--- src/rtl/sup_pkg.sv ---
package sup_pkg;

    typedef enum logic [1:0] {
        WMODE_PRESET_LONG  = 2'b00,
        WMODE_PRESET_SHORT = 2'b01,
        WMODE_EXTERNAL     = 2'b10
    } wmode_e;

    typedef enum logic [1:0] {
        STRAP_FLOAT    = 2'b00,
        STRAP_PULLUP   = 2'b01,
        STRAP_EXTERNAL = 2'b10,
        STRAP_UNKNOWN  = 2'b11
    } strap_e;

    typedef enum logic [1:0] {
        DET_WAIT = 2'b00,
        DET_EVAL = 2'b01,
        DET_DONE = 2'b10
    } det_state_e;

    function automatic wmode_e strap_to_mode(input logic [1:0] code);
        wmode_e m;
        case (code)
            STRAP_PULLUP:   m = WMODE_PRESET_SHORT;
            STRAP_EXTERNAL: m = WMODE_EXTERNAL;
            default:        m = WMODE_PRESET_LONG;
        endcase
        return m;
    endfunction

endpackage

--- src/rtl/sup_mr_filter.sv ---
module sup_mr_filter #(
    parameter int MR_MIN = 200
) (
    input  logic clk,
    input  logic rst_n,
    input  logic mr_n,
    output logic mr_active
);
    localparam int CW = (MR_MIN > 1) ? $clog2(MR_MIN) : 1;
    localparam logic [CW-1:0] LAST = CW'(MR_MIN - 1);

    typedef struct packed {
        logic          s1;
        logic          s2;
        logic [CW-1:0] lowcnt;
        logic          active;
    } mrf_t;

    mrf_t st_d, st_q;

    always_comb begin
        st_d    = st_q;
        st_d.s1 = mr_n;
        st_d.s2 = st_q.s1;
        if (st_q.s2) begin
            st_d.lowcnt = '0;
            st_d.active = 1'b0;
        end else begin
            if (st_q.lowcnt != LAST) begin
                st_d.lowcnt = st_q.lowcnt + 1'b1;
            end
            st_d.active = st_q.active || (st_q.lowcnt == LAST);
        end
    end

    always_ff @(posedge clk or negedge rst_n) begin
        if (!rst_n) begin
            st_q <= '{s1: 1'b1, s2: 1'b1, lowcnt: '0, active: 1'b0};
        end else begin
            st_q <= st_d;
        end
    end

    assign mr_active = st_q.active;

    // the filter may only become active after a synchronised low sample
    assert_mr_rise_needs_low_R5: assert property (@(posedge clk) disable iff (!rst_n)
        $rose(st_q.active) |-> $past(!st_q.s2));

    // a high synchronised sample clears the filter at the next edge
    assert_mr_clear_R6: assert property (@(posedge clk) disable iff (!rst_n)
        st_q.s2 |=> !st_q.active);

endmodule

--- src/rtl/sup_delay_ctrl.sv ---
module sup_delay_ctrl #(
    parameter int RST_DELAY = 50_000_000
) (
    input  logic clk,
    input  logic rst_n,
    input  logic uv_below,
    input  logic uv_release,
    input  logic mr_active,
    output logic rst_out_n
);
    localparam int CW = $clog2(RST_DELAY + 1);
    localparam logic [CW-1:0] LAST = CW'(RST_DELAY - 1);

    typedef struct packed {
        logic          supply_ok;
        logic [CW-1:0] cnt;
        logic          rel;
    } dly_t;

    dly_t st_d, st_q;
    logic fault;

    always_comb begin
        st_d = st_q;
        // falling-threshold flag wins over the release flag
        if (uv_below) begin
            st_d.supply_ok = 1'b0;
        end else if (uv_release) begin
            st_d.supply_ok = 1'b1;
        end
        fault = !st_d.supply_ok || mr_active;
        if (fault) begin
            st_d.cnt = '0;
            st_d.rel = 1'b0;
        end else if (!st_q.rel) begin
            if (st_q.cnt == LAST) begin
                st_d.rel = 1'b1;
            end else begin
                st_d.cnt = st_q.cnt + 1'b1;
            end
        end
    end

    always_ff @(posedge clk or negedge rst_n) begin
        if (!rst_n) begin
            st_q <= '{supply_ok: 1'b0, cnt: '0, rel: 1'b0};
        end else begin
            st_q <= st_d;
        end
    end

    assign rst_out_n = st_q.rel;

    // falling-threshold flag pulls reset low at the next edge
    assert_uv_asserts_R1: assert property (@(posedge clk) disable iff (!rst_n)
        uv_below |=> !rst_out_n);

    // release is only possible with the hysteresis latch set
    assert_release_needs_hyst_R2: assert property (@(posedge clk) disable iff (!rst_n)
        $rose(rst_out_n) |-> st_q.supply_ok);

    // the counter has reached its end value when reset is released
    assert_release_after_count_R3: assert property (@(posedge clk) disable iff (!rst_n)
        $rose(rst_out_n) |-> $past(st_q.cnt == LAST));

    // any fault returns the counter to zero
    assert_fault_restarts_R4: assert property (@(posedge clk) disable iff (!rst_n)
        (uv_below || mr_active) |=> (st_q.cnt == '0));

endmodule

--- src/rtl/sup_mode_detect.sv ---
module sup_mode_detect
    import sup_pkg::*;
#(
    parameter int EVAL_CYCLES = 95_000
) (
    input  logic       clk,
    input  logic       rst_n,
    input  logic       restart,
    input  logic [1:0] mode_sel,
    output logic [1:0] wd_mode,
    output logic       done
);
    localparam int CW = (EVAL_CYCLES > 1) ? $clog2(EVAL_CYCLES) : 1;
    localparam logic [CW-1:0] LAST = CW'(EVAL_CYCLES - 1);

    typedef struct packed {
        det_state_e    state;
        logic [CW-1:0] cnt;
        wmode_e        mode;
    } det_t;

    det_t st_d, st_q;

    always_comb begin
        st_d = st_q;
        if (restart) begin
            st_d.state = DET_WAIT;
            st_d.cnt   = '0;
        end else begin
            case (st_q.state)
                DET_WAIT: begin
                    st_d.state = DET_EVAL;
                    st_d.cnt   = '0;
                end
                DET_EVAL: begin
                    if (st_q.cnt == LAST) begin
                        st_d.state = DET_DONE;
                        st_d.mode  = strap_to_mode(mode_sel);
                    end else begin
                        st_d.cnt = st_q.cnt + 1'b1;
                    end
                end
                default: st_d.state = DET_DONE;
            endcase
        end
    end

    always_ff @(posedge clk or negedge rst_n) begin
        if (!rst_n) begin
            st_q <= '{state: DET_WAIT, cnt: '0, mode: WMODE_PRESET_LONG};
        end else begin
            st_q <= st_d;
        end
    end

    assign wd_mode = st_q.mode;
    assign done    = (st_q.state == DET_DONE);

    // outside evaluation the latched mode does not move
    assert_mode_stable_R9: assert property (@(posedge clk) disable iff (!rst_n)
        (st_q.state != DET_EVAL) |=> $stable(st_q.mode));

    // a restart source prevents completion
    assert_restart_blocks_R10: assert property (@(posedge clk) disable iff (!rst_n)
        restart |=> !done);

    // completion always follows an evaluation phase
    assert_done_from_eval_R7: assert property (@(posedge clk) disable iff (!rst_n)
        $rose(done) |-> $past(st_q.state == DET_EVAL));

endmodule

--- src/rtl/supervisor_reset_seq.sv ---
module supervisor_reset_seq #(
    parameter int RST_DELAY   = 50_000_000,
    parameter int MR_MIN      = 200,
    parameter int EVAL_CYCLES = 95_000
) (
    input  logic       clk,
    input  logic       rst_n,
    input  logic       uv_below,
    input  logic       uv_release,
    input  logic       mr_n,
    input  logic [1:0] mode_sel,
    output logic       rst_out_n,
    output logic [1:0] wd_mode,
    output logic       wd_allow
);
    logic mr_active;
    logic det_done;
    logic det_restart;

    sup_mr_filter #(.MR_MIN(MR_MIN)) u_mr (
        .clk       (clk),
        .rst_n     (rst_n),
        .mr_n      (mr_n),
        .mr_active (mr_active)
    );

    sup_delay_ctrl #(.RST_DELAY(RST_DELAY)) u_dly (
        .clk        (clk),
        .rst_n      (rst_n),
        .uv_below   (uv_below),
        .uv_release (uv_release),
        .mr_active  (mr_active),
        .rst_out_n  (rst_out_n)
    );

    assign det_restart = uv_below || mr_active;

    sup_mode_detect #(.EVAL_CYCLES(EVAL_CYCLES)) u_det (
        .clk      (clk),
        .rst_n    (rst_n),
        .restart  (det_restart),
        .mode_sel (mode_sel),
        .wd_mode  (wd_mode),
        .done     (det_done)
    );

    assign wd_allow = rst_out_n && det_done;

    // the watchdog is never permitted while manual reset is active
    assert_no_wd_in_mr_R11: assert property (@(posedge clk) disable iff (!rst_n)
        mr_active |=> !wd_allow);

    // outputs are in their idle state right after power-on reset
    assert_reset_state_R12: assert property (@(posedge clk)
        !rst_n |-> (!rst_out_n && !wd_allow && wd_mode == 2'b00));

endmodule

--- config.mk ---
export PLATFORM = sky130hd
export DESIGN_NAME = supervisor_reset_seq
export DESIGN_NICKNAME = d
export VERILOG_FILES = /design/src/rtl/sup_pkg.sv /design/src/rtl/sup_mr_filter.sv /design/src/rtl/sup_delay_ctrl.sv /design/src/rtl/sup_mode_detect.sv /design/src/rtl/supervisor_reset_seq.sv
export SDC_FILE = /design/constraint.sdc
export NUM_CORES = 1
export LEC_CHECK = 0
export BUFFER_PORTS_ARGS = -buffer_cell sky130_fd_sc_hd__buf_2
export CAP_MARGIN = 20
export CORE_ASPECT_RATIO = 1.75
export CORE_MARGIN = 2
export CORE_UTILIZATION = 50
export DETAILED_ROUTE_END_ITERATION = 7
export PLACE_DENSITY_LB_ADDON = 0.15
export SYNTH_ARGS = -nofsm -noshare
export SYNTH_HDL_FRONTEND = slang
export SYNTH_HIERARCHICAL = 1
export SYNTH_SLANG_ARGS = --single-unit
--- constraint.sdc ---
create_clock -name clk -period 2.5 [get_ports clk]
set_clock_uncertainty 0.2 [all_clocks]
set_input_delay 0.5 -clock clk [delete_from_list [all_inputs] [get_ports clk]]
set_output_delay 0.5 -clock clk [all_outputs]
set_load 0.01 [all_outputs]
==> qor.csv, run 1 <==
stage;metric;value;unit
die;floorplan.rows;39;
timing;tightest_slew;571.8;ps
setup_path;endpoint_kind;flop;
drt;dr.pass1.iters;4;
power_and_ir_drop;powerDensity;611.6;mW/mm2
synth;synth_ff_type;dfrtp_1;
timing;slew_violations;0;
die;die_h;111.6;um
placement;hpwl;5577;um
synth;synth-edff-count;0;
timing;rsz0062_at_grt;no;
global_routing;gr-usage-all-layers;23.97;%
drt;drt_wl_total;7763;um
timing;slew_headroom;61.59;%
placement;port_buffers;10;
layout;fin_util;58.61;%
setup_path;critPathLaunchType;flop;
power_and_ir_drop;total_leakage_power;1.579;nW
synth;syn_area;0.003311;mm2
synth;yosys_warnings;6;
clock_network;cts.sink_count;60;
layout;final_common_cell;dfrtp_1;
global_routing;antenna_found_initial;0;
timing;tns;0;ps
timing;post-route-period-util;93.72;%
synth;synthCells;339;
layout;area_growth;14.89;%
setup_path;critical_path_arrival;2330;ps
timing;hold_violations;0;
setup_path;cp.required;2490;ps
timing;setup_violations;0;
global_routing;grt_remaining_overflow;0;
timing;whs;70.23;ps
layout;drive_gt1_share;16.16;%
clock_network;h-tree-depth;3;
timing;min_period;2343;ps
drt;vias_per_cell;6.242;
placement;gp_congestion;0.8971;
synth;yosysSeqAreaShare;45.43;%
clock_network;cts_buffers;9;
synth;ys_seq_elements;60;
setup_path;path_max_fanout;7;
timing;max_freq;0.4268;GHz
job;cap_violations;0;
global_routing;first_global_vias;2898;
die;dieArea;0.007314;mm2
clock_network;postCtsSetupBuffers;0;
drt;drtIter0Drc;231;
hold_path;holdCritPathClass;in -> reg;
setup_path;worst-setup-path-type;reg -> reg;
clock_network;clk_latency;330;ps
die;initial_utilization;51.01;%
synth;syn-num-nets;349;
global_routing;grt_pass1_wl;13480;um
placement;placed_area;0.003491;mm2
layout;final_cell_area;0.003804;mm2
die;core-area;0.006490;mm2
drt;drc;0;
clock_network;cts-resized-gates;0;
synth;async_reset_ff_share;100.0;%
power_and_ir_drop;ir_drop;0.0004777;V
global_routing;grt_start_max_net_pins;40;
status;status;finished, final reports clean;
layout;diodes;0;
drt;ant_nets;0;
die;design.portCount;11;
die;die_x;65.51;um
power_and_ir_drop;p_total;2.326;mW
clock_network;cts_max_path_buffers;2;
drt;post_drt_wl_per_cell;17.37;um
layout;nNetsFinal;370;
layout;final_cell_mix;dfrtp_1 (58), nand2_1 (28), nor2_1 (27);
synth;avgSynthCellArea;9.766;um2
synth;ys_types;61;
clock_network;cts_root_buf;clkbuf_16;
drt;vias;2790;
clock_network;cts_tree;built;
clock_network;clk_pin_slew;50;ps
-- report_power, final --
| part | internal (mW) | total (mW) | switching [mW] |
|---|---|---|---|
| sequential | 0.986 | 0.999 | 0.0134 |
| combinational | 0.0300 | 0.0843 | 0.0543 |
| clock | 0.817 | 1.24 | 0.426 |
-- synthesized netlist by cell type, types with 5 or more instances --
cell type	instances	area, um2
xor2_1	11	96.34
and3_1	8	50.05
inv_1	8	30.03
dfrtp_1	58	1451
nor2_1	27	101.4
o211ai_1	5	37.54
o21ai_1	8	40.04
or3_1	12	75.07
o21ai_0	10	50.05
nand2_1	28	105.1
xnor2_1	5	43.79
nand4_1	14	87.58
nand3_1	19	95.09
nor3_1	11	55.05
nor3b_1	5	37.54
clkbuf_1	5	18.77
a21oi_1	15	75.07
or4_1	6	45.04
-- cell type report --
class                   instances  area [um2]
clock inverters                 5       50.05
inverters                       9       35.03
repair buffers                 20       140.1
flip-flops and latches         60        1504
clock buffers                  11       252.7
multi-input cells             260        1719
well taps                      82       102.6
fillers                       587        2686
-- worst paths after layout --
check | from | endpoint | slack, ps | cells past startpoint
setup / recovery | u_det/st_q[17] | u_det/st_q[14] | 160 | 4
hold / removal | mr_n | u_mr/st_d[9] | 70 | 1
setup reg to reg | u_det/st_q[17] | u_det/st_q[14] | 160 | 4
hold reg to reg | u_mr/st_d[9] | u_mr/st_q[9] | 150 | 0
max in group asynchronous | rst_n | u_mr/st_q[2] | 1010 | 3
min in group asynchronous | rst_n | u_dly/st_q[18] | 490 | 2
-- logic make-up after synthesis --
| logic type | synth area share [%] |
|---|---|
| flip-flops | 45.43 |
| buffers and inverters | 2.645 |
| adder cells (fa/ha/maj) | 1.134 |
| multiplexers | 1.058 |
| XOR/XNOR | 4.233 |
| AO/OA/AOI/OAI | 15.04 |
| AND/OR/NAND/NOR | 30.46 |
-- registers in the layout, indices dropped and copies added (netlist names) --
| signal | count |
|---|---|
| u_mr/mr_active | 1 |
| u_mr/st_q | 9 |
| u_dly/st_q | 27 |
| u_det/wd_mode | 2 |
| u_dly/rst_out_n | 1 |
| u_mr/st_d | 1 |
| u_det/st_q | 19 |
-- per-layer routing --
| metal | vias up | track usage, % | routed length [um] | part of all wire (%) |
|---|---|---|---|---|
| li1 | 1314 | - | - | - |
| met5 | - | 0 | 0 | 0 |
| met4 | 0 | 13.75 | 356 | 4.6 |
| met3 | 26 | 4.949 | 218 | 2.8 |
| met2 | 60 | 40.07 | 4150 | 53 |
| met1 | 1390 | 27.80 | 3037 | 39 |
-- per-stage QoR --
| step | worst slack (ps) | instances |
|---|---|---|
| final | 157.0 | 447 |
| after global routing | 51.10 | 447 |
| after CTS | 161.2 | 447 |
| after detailed placement | 169.5 | 430 |
| after global placement | 206.3 | 430 |
| after floorplan | 339.6 | 339 |
-- what timing repair did --
| item | in CTS | in global routing |
|---|---|---|
| endpoints found under the hold margin | 19 | 0 |
| hold buffers | 1 | 0 |
| endpoints found under the setup margin | 0 | 0 |
-- critical path, stage by stage (launching register included) --
cell and delay [ps]:
dfrtp_1 430, or4b_4 590, or3_1 490, o21ai_1 330
o221ai_1 180
No activity file was read; power rests on OpenSTA's default activity.
==> run 2: changes to the inputs <==
- CORE_UTILIZATION: 50 -> 56
- REMOVE_ABC_BUFFERS: unset -> 1
- clock period: 2.5 -> 2 ns (I/O delays scaled with it)
==> run 2 against run 1 <==
The run now ends with setup timing left. Clock power is 22% lower. Global-route usage is 6.9 points higher. Critical path type unchanged. Wire length is 25% higher. Critical endpoint is now u_dly/st_q[12]. Critical path depth is 2 higher. Cell area is 18% higher. Core utilization is 19 points higher.
==> qor.csv, run 2 (same netlist as run 1, synthesis figures left out) <==
stage;metric;value;unit
drt;drc;0;
layout;area_growth;35.53;%
global_routing;first_global_vias;3324;
drt;vias_per_cell;6.240;
drt;post_drt_wl_per_cell;18.82;um
drt;drtIter0Drc;230;
job;cap_violations;0;
drt;dr.pass1.iters;7;
setup_path;reg2reg_depth;6;
timing;slew_violations;0;
layout;final_cell_mix;buf_4 (69), dfrtp_1 (57), nor2_1 (26);
setup_path;r2r_slack;-150;ps
timing;hold_violations;0;
setup_path;worst-setup-path-type;reg -> reg;
hold_path;holdPathEnd;u_dly/st_q[27];
setup_path;critPathSlowestCell;or4b_4;
timing;min_period;2149;ps
hold_path;holdCritPathClass;in -> reg;
layout;nFillCells;407;
global_routing;grt_remaining_overflow;0;
timing;tightest_slew;539.3;ps
clock_network;h-tree-depth;3;
timing;setup_violations;31;
die;initial_utilization;57.21;%
setup_path;path_delay_family;simple AND/OR/NAND/NOR gates;
layout;top_register;u_dly/st_q;
placement;gp_congestion;0.9098;
die;floorplan.rows;37;
clock_network;clk_latency;340;ps
global_routing;grt_start_max_net_pins;61;
die;design.portCount;11;
layout;final_common_cell;buf_4;
clock_network;cts.sink_count;60;
global_routing;grt_pass1_wl;15660;um
power_and_ir_drop;powerDensity;527.9;mW/mm2
placement;placed_area;0.003921;mm2
clock_network;clk_pin_slew;70;ps
drt;drt_wl_total;9731;um
setup_path;cpPeakStageDelay;550;ps
timing;fin_ws;-149.2;ps
global_routing;antenna_found_initial;0;
clock_network;cts_tree;built;
die;core-area;0.005787;mm2
die;die_h;105.7;um
hold_path;whs_path_depth;3;
power_and_ir_drop;p_total;2.368;mW
power_and_ir_drop;ir_drop;0.0005463;V
layout;fin_util;77.54;%
clock_network;cts_buffers;9;
setup_path;cp.required;2020;ps
placement;hpwl;6300;um
setup_path;r2r_end;u_dly/st_q[12];
layout;diodes;0;
power_and_ir_drop;total_leakage_power;1.973;nW
timing;rsz0062_at_grt;yes;
placement;port_buffers;10;
setup_path;critical_path_arrival;2170;ps
setup_path;critPathLaunchType;flop;
setup_path;crit_path_cell_trace;or4b_4 -> nor4_4 -> buf_4 -> a21o_2 -> or4_1 -> a21oi_1;
status;violations;setup timing;
layout;nNetsFinal;444;
die;die_x;62.12;um
timing;slew_headroom;63.77;%
drt;ant_nets;0;
drt;vias;3226;
setup_path;path_max_fanout;5;
placement;place_ws;-303.6;ps
layout;final_cell_area;0.004487;mm2
die;dieArea;0.006567;mm2
hold_path;hold_start;uv_release;
layout;largest_registers;u_dly/st_q: 27 flops, u_det/st_q: 19 flops, u_mr/st_q: 9 flops;
clock_network;cts_max_path_buffers;2;
clock_network;cts_root_buf;clkbuf_8;
status;status;complete, but fails checks;
setup_path;endpoint_kind;flop;
setup_path;cp.depth;6;
timing;max_freq;0.4653;GHz
setup_path;rr_startpoint;u_dly/st_q[10];
timing;post-route-period-util;107.5;%
layout;drive_gt1_share;35.99;%
global_routing;gr-usage-all-layers;30.88;%
layout;largest_register_ff_count;27;
setup_path;critPathBufInv;1;
run 2: cell count changes in the layout (fill, tap and decap cells not counted), sizes merged:
cell,change
inv,+1
dlygate4sd3,+1
bufinv,-1
a21o,+3
clkbuf,+3
clkdlybuf4s15,+1
buf,+68
clkinv,-2
run 2: worst max-delay path by stage:
| stage | from | endpoint | slack, ps |
|---|---|---|---|
| floorplan | uv_below | u_det/st_q[12] | -160 |
| CTS | u_dly/st_q[11] | u_dly/st_q[15] | -120 |
| global route | u_dly/st_q[10] | u_dly/st_q[10] | -240 |
| finish | u_dly/st_q[10] | u_dly/st_q[12] | -150 |
| global placement | u_det/st_q[17] | u_det/st_q[14] | -280 |
| detailed placement | u_det/st_q[17] | u_det/st_q[14] | -300 |
run 2: power by group:
part	total [mW]	switching, mW	leakage (nW)	internal, mW
logic	0.152	0.0867	1.07	0.0656
clock network	0.971	0.457	0.0905	0.514
registers	1.24	0.0146	0.811	1.23
run 2: what timing repair did:
item / in CTS / in global routing
pin swaps: 24 / 29
cloned: 3 / 2
endpoints found under the setup margin: 36 / 42
gates resized for setup: 35 / 22
endpoints found under the hold margin: 59 / 0
buffers inserted: 7 / 6
hold buffers: 2 / 0
run 2: metrics by stage:
step                      cells  hold slack [ps]  setup TNS (ps)
after global placement      484            147.5           -4517
after detailed placement    484            147.5           -5355
final                       517            106.5           -2368
after CTS                   512            83.50           -1973
after floorplan             329           -95.59           -2339
after global routing        517            135.2           -5022
run 2: per-layer routing:
metal  routed length [um]  vias to the layer above  part of all wire [%]  GRT usage, %
met1                 3404                     1594                    35         30.01
met2                 5413                      115                    56         58.07
li1                     -                     1467                     -             -
met3                  322                       50                   3.3         5.977
met4                  590                        0                   6.1         20.16
met5                    0                        -                     0             0
run 2: cell type report:
| class | count | area [um2] | area share [%] |
|---|---|---|---|
| clock buffer | 14 | 162.7 | 3.625 |
| clock inverter | 2 | 10.01 | 0.2231 |
| inverter | 9 | 38.79 | 0.8645 |
| multi-input combinational | 263 | 1968 | 43.87 |
| sequential | 60 | 1505 | 33.55 |
| tap | 78 | 97.59 | 2.175 |
| timing repair buffer | 90 | 698.2 | 15.56 |
| timing repair inverter | 1 | 6.256 | 0.1394 |
run 2: worst reg2reg max path, delay by kind of cell (launching register included):
kind | cells | cell delay, ps
AND/OR/NAND/NOR | 3 | 1020
flip-flops | 1 | 390
AO/OA/AOI/OAI | 2 | 240
buffers and inverters | 1 | 170
==> run 3: changes to the inputs <==
- CORE_UTILIZATION: 56 -> 50
==> run 3 against run 2 <==
The flow still finishes with violations (setup timing). Critical path type unchanged. Sequential share of layout area fell by 1.5 points. Fmax decreased by 0.76%. Register-to-register slack got worse by 20 ps. Largest power group is now clock. Non-clock buffer count up 11. Via count is 0.96% higher. Final cell count rose by 2.5%. Global-route usage shrank 3.2 points. Clock-buffer cell count decreased by 3. Worst setup slack got worse by 17 ps. Die area grew 11%.
==> qor.csv, run 3 (same netlist as run 1, synthesis figures left out) <==
stage;metric;value;unit
clock_network;cts_root_buf;clkbuf_16;
setup_path;endpoint_kind;flop;
die;die_x;65.51;um
clock_network;cts_buffers;9;
job;cap_violations;0;
clock_network;cts_max_path_buffers;2;
global_routing;antenna_found_initial;0;
global_routing;grt_start_max_net_pins;46;
power_and_ir_drop;combPwrFrac;5.1;%
drt;vias;3257;
layout;drive_gt1_share;36.83;%
timing;slew_violations;0;
setup_path;critPathSlowestCell;o41ai_1;
setup_path;crit_path_cell_trace;buf_4 -> nand4_1 -> o41ai_1 -> a211oi_1 -> a211o_1;
power_and_ir_drop;sequentialPowerShare;42.8;%
layout;top_register;u_dly/st_q;
power_and_ir_drop;p_clk_share;52.1;%
clock_network;h-tree-depth;3;
timing;whs;109.8;ps
timing;post-route-period-util;108.3;%
layout;area_growth;41.65;%
status;violations;setup timing;
drt;post_drt_wl_per_cell;18.42;um
hold_path;hold_start;uv_release;
timing;tightest_slew;452.5;ps
die;initial_utilization;51.01;%
power_and_ir_drop;p_switching;0.6594;mW
timing;tns;-2066;ps
die;floorplan.rows;39;
setup_path;critical_path_arrival;2180;ps
placement;hpwl;6098;um
global_routing;first_global_vias;3273;
drt;drc;0;
setup_path;startpoint;u_det/st_q[13];
drt;drtIter0Drc;267;
placement;port_buffers;10;
placement;place_ws;-279.2;ps
global_routing;grt_remaining_overflow;0;
timing;max_freq;0.4617;GHz
timing;min_period;2166;ps
die;core-area;0.006490;mm2
power_and_ir_drop;powerDensity;621.0;mW/mm2
die;design.portCount;11;
setup_path;rr_startpoint;u_det/st_q[13];
placement;gp_congestion;0.9018;
drt;vias_per_cell;6.145;
layout;final_cell_mix;buf_4 (75), dfrtp_1 (57), nor2_1 (27);
power_and_ir_drop;total_leakage_power;2.105;nW
layout;nNetsFinal;453;
setup_path;path_delay_family;compound AO/OA/AOI/OAI gates;
global_routing;gr-usage-all-layers;27.68;%
layout;nFillCells;473;
timing;fin_ws;-165.7;ps
setup_path;worst-setup-path-type;reg -> reg;
hold_path;holdCritPathClass;in -> reg;
drt;drt_wl_total;9764;um
power_and_ir_drop;p_int;2.253;mW
setup_path;critPathLaunchType;flop;
clock_network;clk_pin_slew;60;ps
layout;largest_register_ff_count;27;
timing;rsz0062_at_grt;yes;
clock_network;cts.sink_count;60;
clock_network;cts_tree;built;
setup_path;cpPeakStageDelay;560;ps
timing;setup_violations;32;
drt;dr.pass1.iters;5;
layout;largest_registers;u_dly/st_q: 27 flops, u_det/st_q: 19 flops, u_mr/st_q: 9 flops;
layout;diodes;0;
setup_path;cp.required;2010;ps
status;status;complete, but fails checks;
power_and_ir_drop;swShare;22.64;%
setup_path;path_max_fanout;7;
global_routing;grt_pass1_wl;15300;um
die;die_h;111.6;um
timing;slew_headroom;69.76;%
power_and_ir_drop;ir_drop;0.0006466;V
clock_network;clk_latency;340;ps
drt;ant_nets;0;
layout;final_common_cell;buf_4;
timing;hold_violations;0;
die;dieArea;0.007314;mm2
setup_path;critPathBufInv;1;
[run 3: cell count changes in the layout (fill, tap and decap cells not counted), sizes merged]
cell	delta
clkinvlp	+1
clkdlybuf4s15	-1
clkinv	+1
bufinv	+1
clkbuf	-3
buf	+12
a21o	-2
[run 3: final timing paths]
check / to / slack [ps] / cells after the start
min: u_dly/st_q[27] / 110 / 3
min in group asynchronous: u_dly/st_q[14] / 320 / 2
max: u_det/st_q[15] / -170 / 5
max reg2reg: u_det/st_q[15] / -170 / 5
min reg2reg: u_mr/st_q[9] / 150 / 0
max in group asynchronous: u_mr/st_d[9] / 640 / 3
[run 3: routing by layer]
metal,share of wire [%],up-vias,GRT usage [%],routed length [um]
li1,-,1489,-,-
met1,37,1603,29.65,3603
met2,55,121,47.28,5359
met3,3.7,44,5.657,363
met4,4.5,0,19.03,438
met5,0,-,0,0
[run 3: worst register-to-register path, delay by kind of cell, from the launching register on]
family	cells	cell delay, ps
compound gates	3	940
buf+inv	1	160
flops	1	430
simple gates	1	320
[run 3: repair_timing]
item / in CTS / in global routing
cloned: 2 / 0
hold endpoints to repair: 16 / 0
pin swaps: 22 / 22
endpoints found under the setup margin: 35 / 45
resized for setup: 39 / 20
buffers inserted: 9 / 10
hold buffers: 2 / 0
[run 3: power groups by stage]
stage / logic, mW / registers (mW) / clock network (mW)
floorplan: 0.0476 / 1.26 / 0
global placement: 0.124 / 1.26 / 0
detailed placement: 0.127 / 1.26 / 0
CTS: 0.141 / 1.25 / 1.53
global route: 0.163 / 1.25 / 1.58
finish: 0.148 / 1.25 / 1.52
[run 3: stage by stage]
| stage | instance area [um2] | std cells | util [%] | power [mW] |
|---|---|---|---|---|
| final | 4690 | 530 | 72.26 | 2.912 |
| after global routing | 4690 | 530 | 72.26 | 2.994 |
| after CTS | 4537 | 523 | 69.91 | 2.917 |
| after detailed placement | 3971 | 494 | 61.19 | 1.392 |
| after global placement | 3971 | 494 | 61.19 | 1.388 |
| after floorplan | 3258 | 329 | - | 1.312 |
[run 3: final cells by class]
class	instances	area (um2)	area share [%]
multi-input cells	261	1939	41.36
flip-flops and latches	60	1505	32.10
repair buffers	101	812.0	17.32
clock buffers	11	232.7	4.963
well taps	82	102.6	2.188
clock inverters	5	52.55	1.121
inverters	9	38.79	0.8271
repair inverters	1	6.256	0.1334
